--- src/rtl/slotfault_pkg.sv ---
package slotfault_pkg;
  localparam int unsigned XW = 32;

  // fault reasons, one bit each
  localparam int unsigned C_UNDEF = 0;
  localparam int unsigned C_PCW   = 1;
  localparam int unsigned C_PRIV  = 2;
  localparam int unsigned C_PCREL = 3;
  localparam int unsigned C_SLEEP = 4;
  localparam int unsigned C_RTE   = 5;
  localparam int unsigned N_CAUSE = 6;

  typedef struct packed {
    logic undef;
    logic pc_write;
    logic priv;
    logic pc_rel;
    logic sleep;
    logic nop;
  } insn_cls_t;

  // saved PC: step back over the delayed branch
  function automatic logic [XW-1:0] rewind_pc(logic [XW-1:0] pc, int unsigned bytes);
    return pc - XW'(bytes);
  endfunction

  function automatic logic [XW-1:0] vector_pc(logic [XW-1:0] base, logic [XW-1:0] ofs);
    return base + ofs;
  endfunction

  function automatic logic [XW-1:0] entry_sr(logic [XW-1:0] sr, int unsigned md,
                                             int unsigned rb, int unsigned bl);
    logic [XW-1:0] r;
    r = sr;
    r[md] = 1'b1;
    r[rb] = 1'b1;
    r[bl] = 1'b1;
    return r;
  endfunction
endpackage

--- src/rtl/slot_rule_check.sv ---
module slot_rule_check
  import slotfault_pkg::*;
#(
  parameter int unsigned    INSN_W     = 16,
  parameter logic [INSN_W-1:0] UNDEF_CODE = 16'hFFFD
) (
  input  logic              dec_valid,
  input  logic              in_slot,
  input  logic              slot_of_rte,
  input  logic [INSN_W-1:0] code,
  input  insn_cls_t         cls,
  input  logic              user_mode,
  input  logic              sleep_ok,
  input  logic              rte_relax,
  output logic              illegal
);
  logic [N_CAUSE-1:0] cause;
  logic               live;

  assign live = dec_valid & in_slot;

  always_comb begin
    cause          = '0;
    cause[C_UNDEF] = cls.undef | (code == UNDEF_CODE);
    cause[C_PCW]   = cls.pc_write;
    cause[C_PRIV]  = cls.priv & user_mode;
    cause[C_PCREL] = cls.pc_rel;
    cause[C_SLEEP] = cls.sleep & ~sleep_ok;
    cause[C_RTE]   = slot_of_rte & ~rte_relax & ~cls.nop;
  end

  assign illegal = live & (|cause);
endmodule

--- src/rtl/slot_entry_calc.sv ---
module slot_entry_calc
  import slotfault_pkg::*;
#(
  parameter int unsigned    INSN_BYTES = 2,
  parameter logic [XW-1:0]  VEC_OFS    = 32'h0000_0100,
  parameter int unsigned    MD_BIT     = 30,
  parameter int unsigned    RB_BIT     = 29,
  parameter int unsigned    BL_BIT     = 28
) (
  input  logic [XW-1:0] pc_in,
  input  logic [XW-1:0] sr_in,
  input  logic [XW-1:0] vbr_in,
  output logic [XW-1:0] spc_nx,
  output logic [XW-1:0] sr_nx,
  output logic [XW-1:0] pc_nx
);
  assign spc_nx = rewind_pc(pc_in, INSN_BYTES);
  assign sr_nx  = entry_sr(sr_in, MD_BIT, RB_BIT, BL_BIT);
  assign pc_nx  = vector_pc(vbr_in, VEC_OFS);
endmodule

--- src/rtl/slot_fault_unit.sv ---
module slot_fault_unit
  import slotfault_pkg::*;
#(
  parameter int unsigned       INSN_W     = 16,
  parameter int unsigned       INSN_BYTES = INSN_W / 8,
  parameter logic [INSN_W-1:0] UNDEF_CODE = 16'hFFFD,
  parameter logic [XW-1:0]     EVT_CODE   = 32'h0000_01A0,
  parameter logic [XW-1:0]     VEC_OFS    = 32'h0000_0100,
  parameter int unsigned       MD_BIT     = 30,
  parameter int unsigned       RB_BIT     = 29,
  parameter int unsigned       BL_BIT     = 28
) (
  input  logic              clk,
  input  logic              rst_n,
  input  logic              dec_valid,
  input  logic              in_slot,
  input  logic              slot_of_rte,
  input  logic [INSN_W-1:0] instr_code,
  input  logic              is_undef,
  input  logic              is_pc_write,
  input  logic              is_priv,
  input  logic              is_pc_rel,
  input  logic              is_sleep,
  input  logic              is_nop,
  input  logic              mask_sleep_ok,
  input  logic              mask_rte_relax,
  input  logic [XW-1:0]     pc_in,
  input  logic [XW-1:0]     sr_in,
  input  logic [XW-1:0]     r15_in,
  input  logic [XW-1:0]     vbr_in,
  output logic              flush_o,
  output logic              blocked_o,
  output logic [XW-1:0]     spc_o,
  output logic [XW-1:0]     ssr_o,
  output logic [XW-1:0]     sgr_o,
  output logic [XW-1:0]     expevt_o,
  output logic [XW-1:0]     sr_o,
  output logic [XW-1:0]     pc_o
);
  insn_cls_t     cls;
  logic          slot_illegal;   // fault found this cycle
  logic          take_entry;     // fault and exceptions open
  logic          take_block;     // fault while blocked
  logic [XW-1:0] spc_nx, sr_nx, pc_nx;

  assign cls = '{undef: is_undef, pc_write: is_pc_write, priv: is_priv,
                 pc_rel: is_pc_rel, sleep: is_sleep, nop: is_nop};

  slot_rule_check #(.INSN_W(INSN_W), .UNDEF_CODE(UNDEF_CODE)) u_rules (
    .dec_valid  (dec_valid),
    .in_slot    (in_slot),
    .slot_of_rte(slot_of_rte),
    .code       (instr_code),
    .cls        (cls),
    .user_mode  (~sr_in[MD_BIT]),
    .sleep_ok   (mask_sleep_ok),
    .rte_relax  (mask_rte_relax),
    .illegal    (slot_illegal)
  );

  slot_entry_calc #(.INSN_BYTES(INSN_BYTES), .VEC_OFS(VEC_OFS),
                    .MD_BIT(MD_BIT), .RB_BIT(RB_BIT), .BL_BIT(BL_BIT)) u_calc (
    .pc_in (pc_in),
    .sr_in (sr_in),
    .vbr_in(vbr_in),
    .spc_nx(spc_nx),
    .sr_nx (sr_nx),
    .pc_nx (pc_nx)
  );

  assign take_entry = slot_illegal & ~sr_in[BL_BIT];
  assign take_block = slot_illegal &  sr_in[BL_BIT];

  always_ff @(posedge clk) begin
    if (!rst_n) begin
      flush_o   <= 1'b0;
      blocked_o <= 1'b0;
      spc_o     <= '0;
      ssr_o     <= '0;
      sgr_o     <= '0;
      expevt_o  <= '0;
      sr_o      <= '0;
      pc_o      <= '0;
    end else begin
      flush_o   <= take_entry;
      blocked_o <= take_block;
      if (take_entry) begin
        spc_o    <= spc_nx;
        ssr_o    <= sr_in;
        sgr_o    <= r15_in;
        expevt_o <= EVT_CODE;
        sr_o     <= sr_nx;
        pc_o     <= pc_nx;
      end
    end
  end

  // nothing happens outside a valid slot
  p_quiet_outside_slot_r1: assert property (@(posedge clk) disable iff (!rst_n)
    (!in_slot || !dec_valid) |=> (!flush_o && !blocked_o));

  // privileged instruction in user mode with exceptions open enters
  p_user_priv_enters_r4: assert property (@(posedge clk) disable iff (!rst_n)
    (dec_valid && in_slot && is_priv && !sr_in[MD_BIT] && !sr_in[BL_BIT]) |=> flush_o);

  // saved PC and saved state come from the faulting decode
  p_saved_state_r8: assert property (@(posedge clk) disable iff (!rst_n)
    flush_o |-> (spc_o == $past(pc_in) - XW'(INSN_BYTES)) && (ssr_o == $past(sr_in))
                && (sgr_o == $past(r15_in)));

  // event code, forced SR bits and vector PC in the entry cycle
  p_entry_values_r9: assert property (@(posedge clk) disable iff (!rst_n)
    flush_o |-> (expevt_o == EVT_CODE) && sr_o[MD_BIT] && sr_o[RB_BIT] && sr_o[BL_BIT]
                && (pc_o == $past(vbr_in) + VEC_OFS));

  // blocked fault never enters and leaves saved state alone
  p_blocked_no_entry_r10: assert property (@(posedge clk) disable iff (!rst_n)
    blocked_o |-> (!flush_o && $stable(spc_o) && $stable(ssr_o) && $stable(pc_o)));

  // saved outputs change only on entry
  p_hold_between_r12: assert property (@(posedge clk) disable iff (!rst_n)
    !flush_o |-> ($stable(spc_o) && $stable(sgr_o) && $stable(sr_o) && $stable(expevt_o)));
endmodule

--- config.mk ---
export PLATFORM = sky130hd
export DESIGN_NAME = slot_fault_unit
export DESIGN_NICKNAME = d
export VERILOG_FILES = /design/src/rtl/slotfault_pkg.sv /design/src/rtl/slot_rule_check.sv /design/src/rtl/slot_entry_calc.sv /design/src/rtl/slot_fault_unit.sv
export SDC_FILE = /design/constraint.sdc
export NUM_CORES = 1
export LEC_CHECK = 0
export BUFFER_PORTS_ARGS = -buffer_cell sky130_fd_sc_hd__buf_2
export CORE_AREA = 2 2 137 139
export CTS_CLUSTER_DIAMETER = 100
export DETAILED_ROUTE_END_ITERATION = 16
export DIE_AREA = 0 0 139 141
export PLACE_DENSITY = 0.7
export REMOVE_ABC_BUFFERS = 1
export SLEW_MARGIN = 20
export SYNTH_ARGS = -nofsm -noshare
export SYNTH_HDL_FRONTEND = slang
export SYNTH_SLANG_ARGS = --single-unit
--- constraint.sdc ---
create_clock -name clk -period 1.9 [get_ports clk]
set_input_delay 0.285 -clock clk [delete_from_list [all_inputs] [get_ports clk]]
set_output_delay 0.285 -clock clk [all_outputs]
set_load 0.005 [all_outputs]
---- Word level (Yosys, flattened, before mapping) ----
Index checks and enable logic that the tools add are counted.
word-level totals
  flip-flop bits (word level) ............. 163
  input port bits ......................... 157
cells by class
  $add $sub $neg .......................... 2
  equality and inequality tests ........... 1
  bitwise operators ....................... 14
  reduce and logical (&&, ||, !) cells .... 1
operator list
  cell                                                                   count
  32-bit by 9-bit adder with 32-bit output (second input constant)       1
  32-bit by 2-bit subtractor with 32-bit output (second input constant)  1
  16-bit == test (second input constant)                                 1
  1-bit AND                                                              8
  6-bit OR reduction                                                     1
  1-bit NOT                                                              5
  1-bit bitwise OR                                                       1

---- Depth between registers and ports, before layout ----
  depth in word-level cells ............... 6
  gate-level depth with buffers ........... 8
  mapped depth without buffers ............ 7

---- Modules after synthesis ----
From an unflattened synthesis, not the netlist that was laid out.
second synthesis, totals
  cells, all modules ...................... 935
  area total of the unflattened synthesis .. 8075.2 um^2
by module, submodules not included
  module           times used  cells an instance  area an instance (um^2)  seq. area each (um^2)
  slot_fault_unit  1           733                6677.7                   3263.1
  slot_entry_calc  1           190                1318.8                   0.0
  slot_rule_check  1           12                 78.8                     0.0

---- Worst setup path before layout ----
Ideal clock, no wire load.
  path kind ............................... input to register
  start point ............................. input pc_in[27]
  end point ............................... register spc_o[31]
  setup time .............................. 129 ps
  data arrival time ....................... 1807 ps
  data required time ...................... 1771 ps
  setup slack ............................. -37 ps
  stages .................................. 5
  buffers on the path ..................... 0
  path through ............................ or4_4 or4_4 nor4_4 xnor2_1 a21oi_2
on the way
  longest elaborated chain between the ends .. 1
ends and longest elaborated chain
  item                                           RTL line               text
  start: declaration                             slot_fault_unit.sv:27  input logic [XW-1:0] pc_in,
  32-bit by 2-bit subtractor with 32-bit output  slotfault_pkg.sv:24    return pc - XW'(bytes);
  end signal: assignment                         slot_fault_unit.sv:88  spc_o <= spc_nx;
  end: declaration                               slot_fault_unit.sv:33  output logic [XW-1:0] spc_o,
Every way passes these cells.
A chain may end at the register's enable or synchronous reset.

---- Final worst setup path ----
Ends and elaborated chain as after synthesis.

==> metrics.md <==
| Metric | Value |
|---|---|
| Status | `complete, no violations` |
| H-tree depth | `4` |
| Clock buffer depth | `2` |
| Clk_skew | `0 ps` |
| Sw Pwr | `1.750 mW` |
| Slew margin rel. | `0.6075` |
| Yosys warning count | `0` |
| Nets | `roughly 1200` |
| Number of I/O port buffers | `roughly 320` |
| Clock root cell | `clkbuf_16` |
| Syn_area_per_cell | `8.100 um2` |
| Pwr Density | `875.8 mW/mm2` |
| Total grt overflow | `0` |
| Chip height | `between 100 and 150 um` |
| Sequential Power Share | `0.412` |
| Cell area after layout | `just over 0.008 mm2` |
| Clock power frac | `0.482` |
| Crit path from | `pc_in[27]` |
| Fmax | `604.3 MHz` |
| Distinct cells, synth | `40` |
| Die ar. | `0.01960 mm2` |
| Core footprint | `~0.018 mm2` |
| Crit Path Max Fanout | `3` |
| Vias/cell | `around 4.5` |
| Largest area contributor in the netlist | `dfxtp_1` |
| Switching Fraction | `0.2470` |
| Gpl congestion | `0.9011` |
| Routed vias | `5704` |
| Avg WL per Cell | `roughly 13 um` |
| CTS Hold Bufs | `0` |
| Worst-Skew Late Latency | `around 400 ps` |
| R2R Setup Slk | `about 1200 ps` |
| Pint | `5.335 mW` |
| Critical path class | `in2reg` |
| Pleak | `3.700 nW` |
| Yosys reg bits | `between 100 and 150` |
| Final min period | `between 1500 and 2000 ps` |
| Final Hold Fails | `0` |
| Layout cells sized above 1 | `0.3824` |
| Worst R2R Path Depth | `2` |
| Logic gate share of total power | `0.106` |
| TritonCTS Sinks | `~130` |
| Gate Count Post-Synth | `722` |
| # setup viols final | `0` |
| Largest cells by area after synthesis | `dfxtp_1 (45%), nand2_1 (10%), a21oi_1 (8.6%)` |
| Startpoint types | `input port` |
| Antenna Nets Post-Route | `0` |
| Asr flop ratio synth | `0` |
| GRT Util Overall | `0.1624` |
| Post-CTS Setup Repair Bufs | `0` |
| First drt pass iteration count | `4` |
| Final core area utilization | `0.4429` |
| Critical Path AT | `1950 ps` |
| Worst R2R Start | `spc_o[4]` |
| Final Cycle Share | `0.8710` |
| DR iter-0 viols | `230` |
| Synthesized area | `roughly 0.006 mm2` |
| Max Slew Vio Count | `0` |
| Antenna violations before repair | `0` |
| Worst EP required | `approximately 2200 ps` |
| Critical R2R Capture | `spc_o[4]` |
| Max cap viols | `0` |
| Worst Setup EP | `spc_o[31]` |
| Hold WC Path Type | `in2reg` |
| Post-synth top flop | `dfxtp_1` |
| Reg clk slew, reported paths | `60 ps` |
| Chip width | `roughly 140 um` |
| Non-Filler Instances | `1259` |
| EDFF count, synth | `0` |
| Setup tns final | `0 ps` |
| Placed cells | `between 1000 and 1500` |
| Least-Margin Pin Slew | `~600 ps` |
| Placed inst area | `0.007475 mm2` |
| Clock buffer count from CTS | `17` |
| Residual DRC count | `0` |
| P&R area growth vs syn | `38.34%` |
| Vias in the first global route | `between 5000 and 6000` |
| CTS tree | `yes` |
| # diodes | `0` |
| Ports | `around 350` |
| Sequential area share after synthesis | `0.4484` |
| Cell row count | `50` |
| RSZ-0062 raised after global routing | `false` |
| VDD IR max | `578.3 uV` |
| Final WL | `about 17000 um` |
| First-pass GRT wire length | `25990 um` |
| Detailed Place HPWL | `between 10000 and 15000 um` |
| Largest net degree at the start of global routing | `65` |
| Initial Utilization | `0.3201` |
| Fin Hold WS | `roughly 110 ps` |
| Yosys top cell area share | `0.4484` |
| Post-CTS sizing | `0` |
| Crit end category | `flop` |
## worst min-delay path by stage
| stage | start | endpoint | slack [ps] | cells past startpoint |
|---|---|---|---|---|
| after detailed placement | pc_o[0] | pc_o[0] | 440 | 2 |
| after global placement | sgr_o[13] | sgr_o[13] | 440 | 2 |
| after floorplan | vbr_in[8] | pc_o[8] | 380 | 1 |
| after CTS | vbr_in[8] | pc_o[8] | 80 | 2 |
| after global routing | vbr_in[6] | pc_o[6] | 90 | 3 |
| final | r15_in[31] | sgr_o[31] | 110 | 3 |
## registers in the layout (all words and copies together), names as in the netlist
| name | count |
|---|---|
| pc_o | 32 |
| sgr_o | 32 |
| spc_o | 32 |
| ssr_o | 32 |
| sr_o | 1 |
| blocked_o | 1 |
| flush_o | 1 |
## power by group through the flow
| stage | registers, mW | logic (mW) | clock network (mW) |
|---|---|---|---|
| global route | 2.93 | 0.839 | 3.62 |
| global placement | 2.97 | 0.749 | 0 |
| CTS | 2.92 | 0.758 | 3.51 |
| finish | 2.92 | 0.753 | 3.42 |
| floorplan | 2.99 | 0.284 | 0 |
| detailed placement | 2.98 | 0.756 | 0 |
## cell usage after synthesis, types with 5 or more instances
cell / count
nor3_1: 14
nor4_1: 7
a211oi_1: 21
a21oi_1: 101
inv_1: 5
xnor2_1: 30
buf_2: 6
nand3_1: 10
dfxtp_1: 131
nor2_1: 44
nand4_1: 11
xor2_1: 18
nand2_1: 158
clkbuf_1: 33
o21ai_0: 30
buf_4: 63
## cell type report
| type | instances | area [um2] |
|---|---|---|
| Fill cell | 1850 | 10180 |
| Multi-Input combinational cell | 508 | 2689 |
| Sequential cell | 131 | 2623 |
| Timing Repair Buffer | 348 | 1847 |
| Clock buffer | 19 | 442.9 |
| Tap cell | 234 | 292.8 |
| Clock inverter | 13 | 172.7 |
| Inverter | 6 | 23.77 |
## logic make-up (layout without fill, tap and decap cells)
kind of cell	after synthesis	count (layout)	synth area share
other	1	29	0.0006412
and+or+nand+nor	266	266	0.2080
AOI/OAI and AO/OA	163	163	0.1538
DFF	131	131	0.4484
buffers and inverters	111	386	0.1130
adders and majority gates	2	2	0.004278
xor gates and xnor gates	48	48	0.07189
## routing by layer
| layer | routed length, um | global-route usage |
|---|---|---|
| met2 | 7936 | 0.2665 |
| met1 | 7096 | 0.2035 |
| met5 | 0 | 0 |
| met3 | 1368 | 0.05061 |
| met4 | 212 | 0.05423 |
## placed cells by master, fill, tap and decap left out, types with 14 or more instances in the layout
| cell | n |
|---|---|
| a211oi_1 | 21 |
| a21oi_1 | 101 |
| buf_2 | 321 |
| buf_4 | 24 |
| clkbuf_16 | 17 |
| conb_1 | 29 |
| dfxtp_1 | 131 |
| nand2_1 | 158 |
| nor2_1 | 44 |
| nor3_1 | 14 |
| o21ai_0 | 30 |
| xnor2_1 | 30 |
| xor2_1 | 18 |
## critical path: stages
cell and delay [ps]:
buf_2 100, or4_4 530, or4_4 520, nor4_4 270, xnor2_1 160, a21oi_2 70
## per-stage QoR
step	setup slack, ps	total power [mW]
floorplan	-2492	3.278
global placement	-171.4	3.721
detailed placement	-181.8	3.732
CTS	260.3	7.184
global route	197.7	7.391
finish	245.1	7.085
No activity file was read; power rests on OpenSTA's default activity.
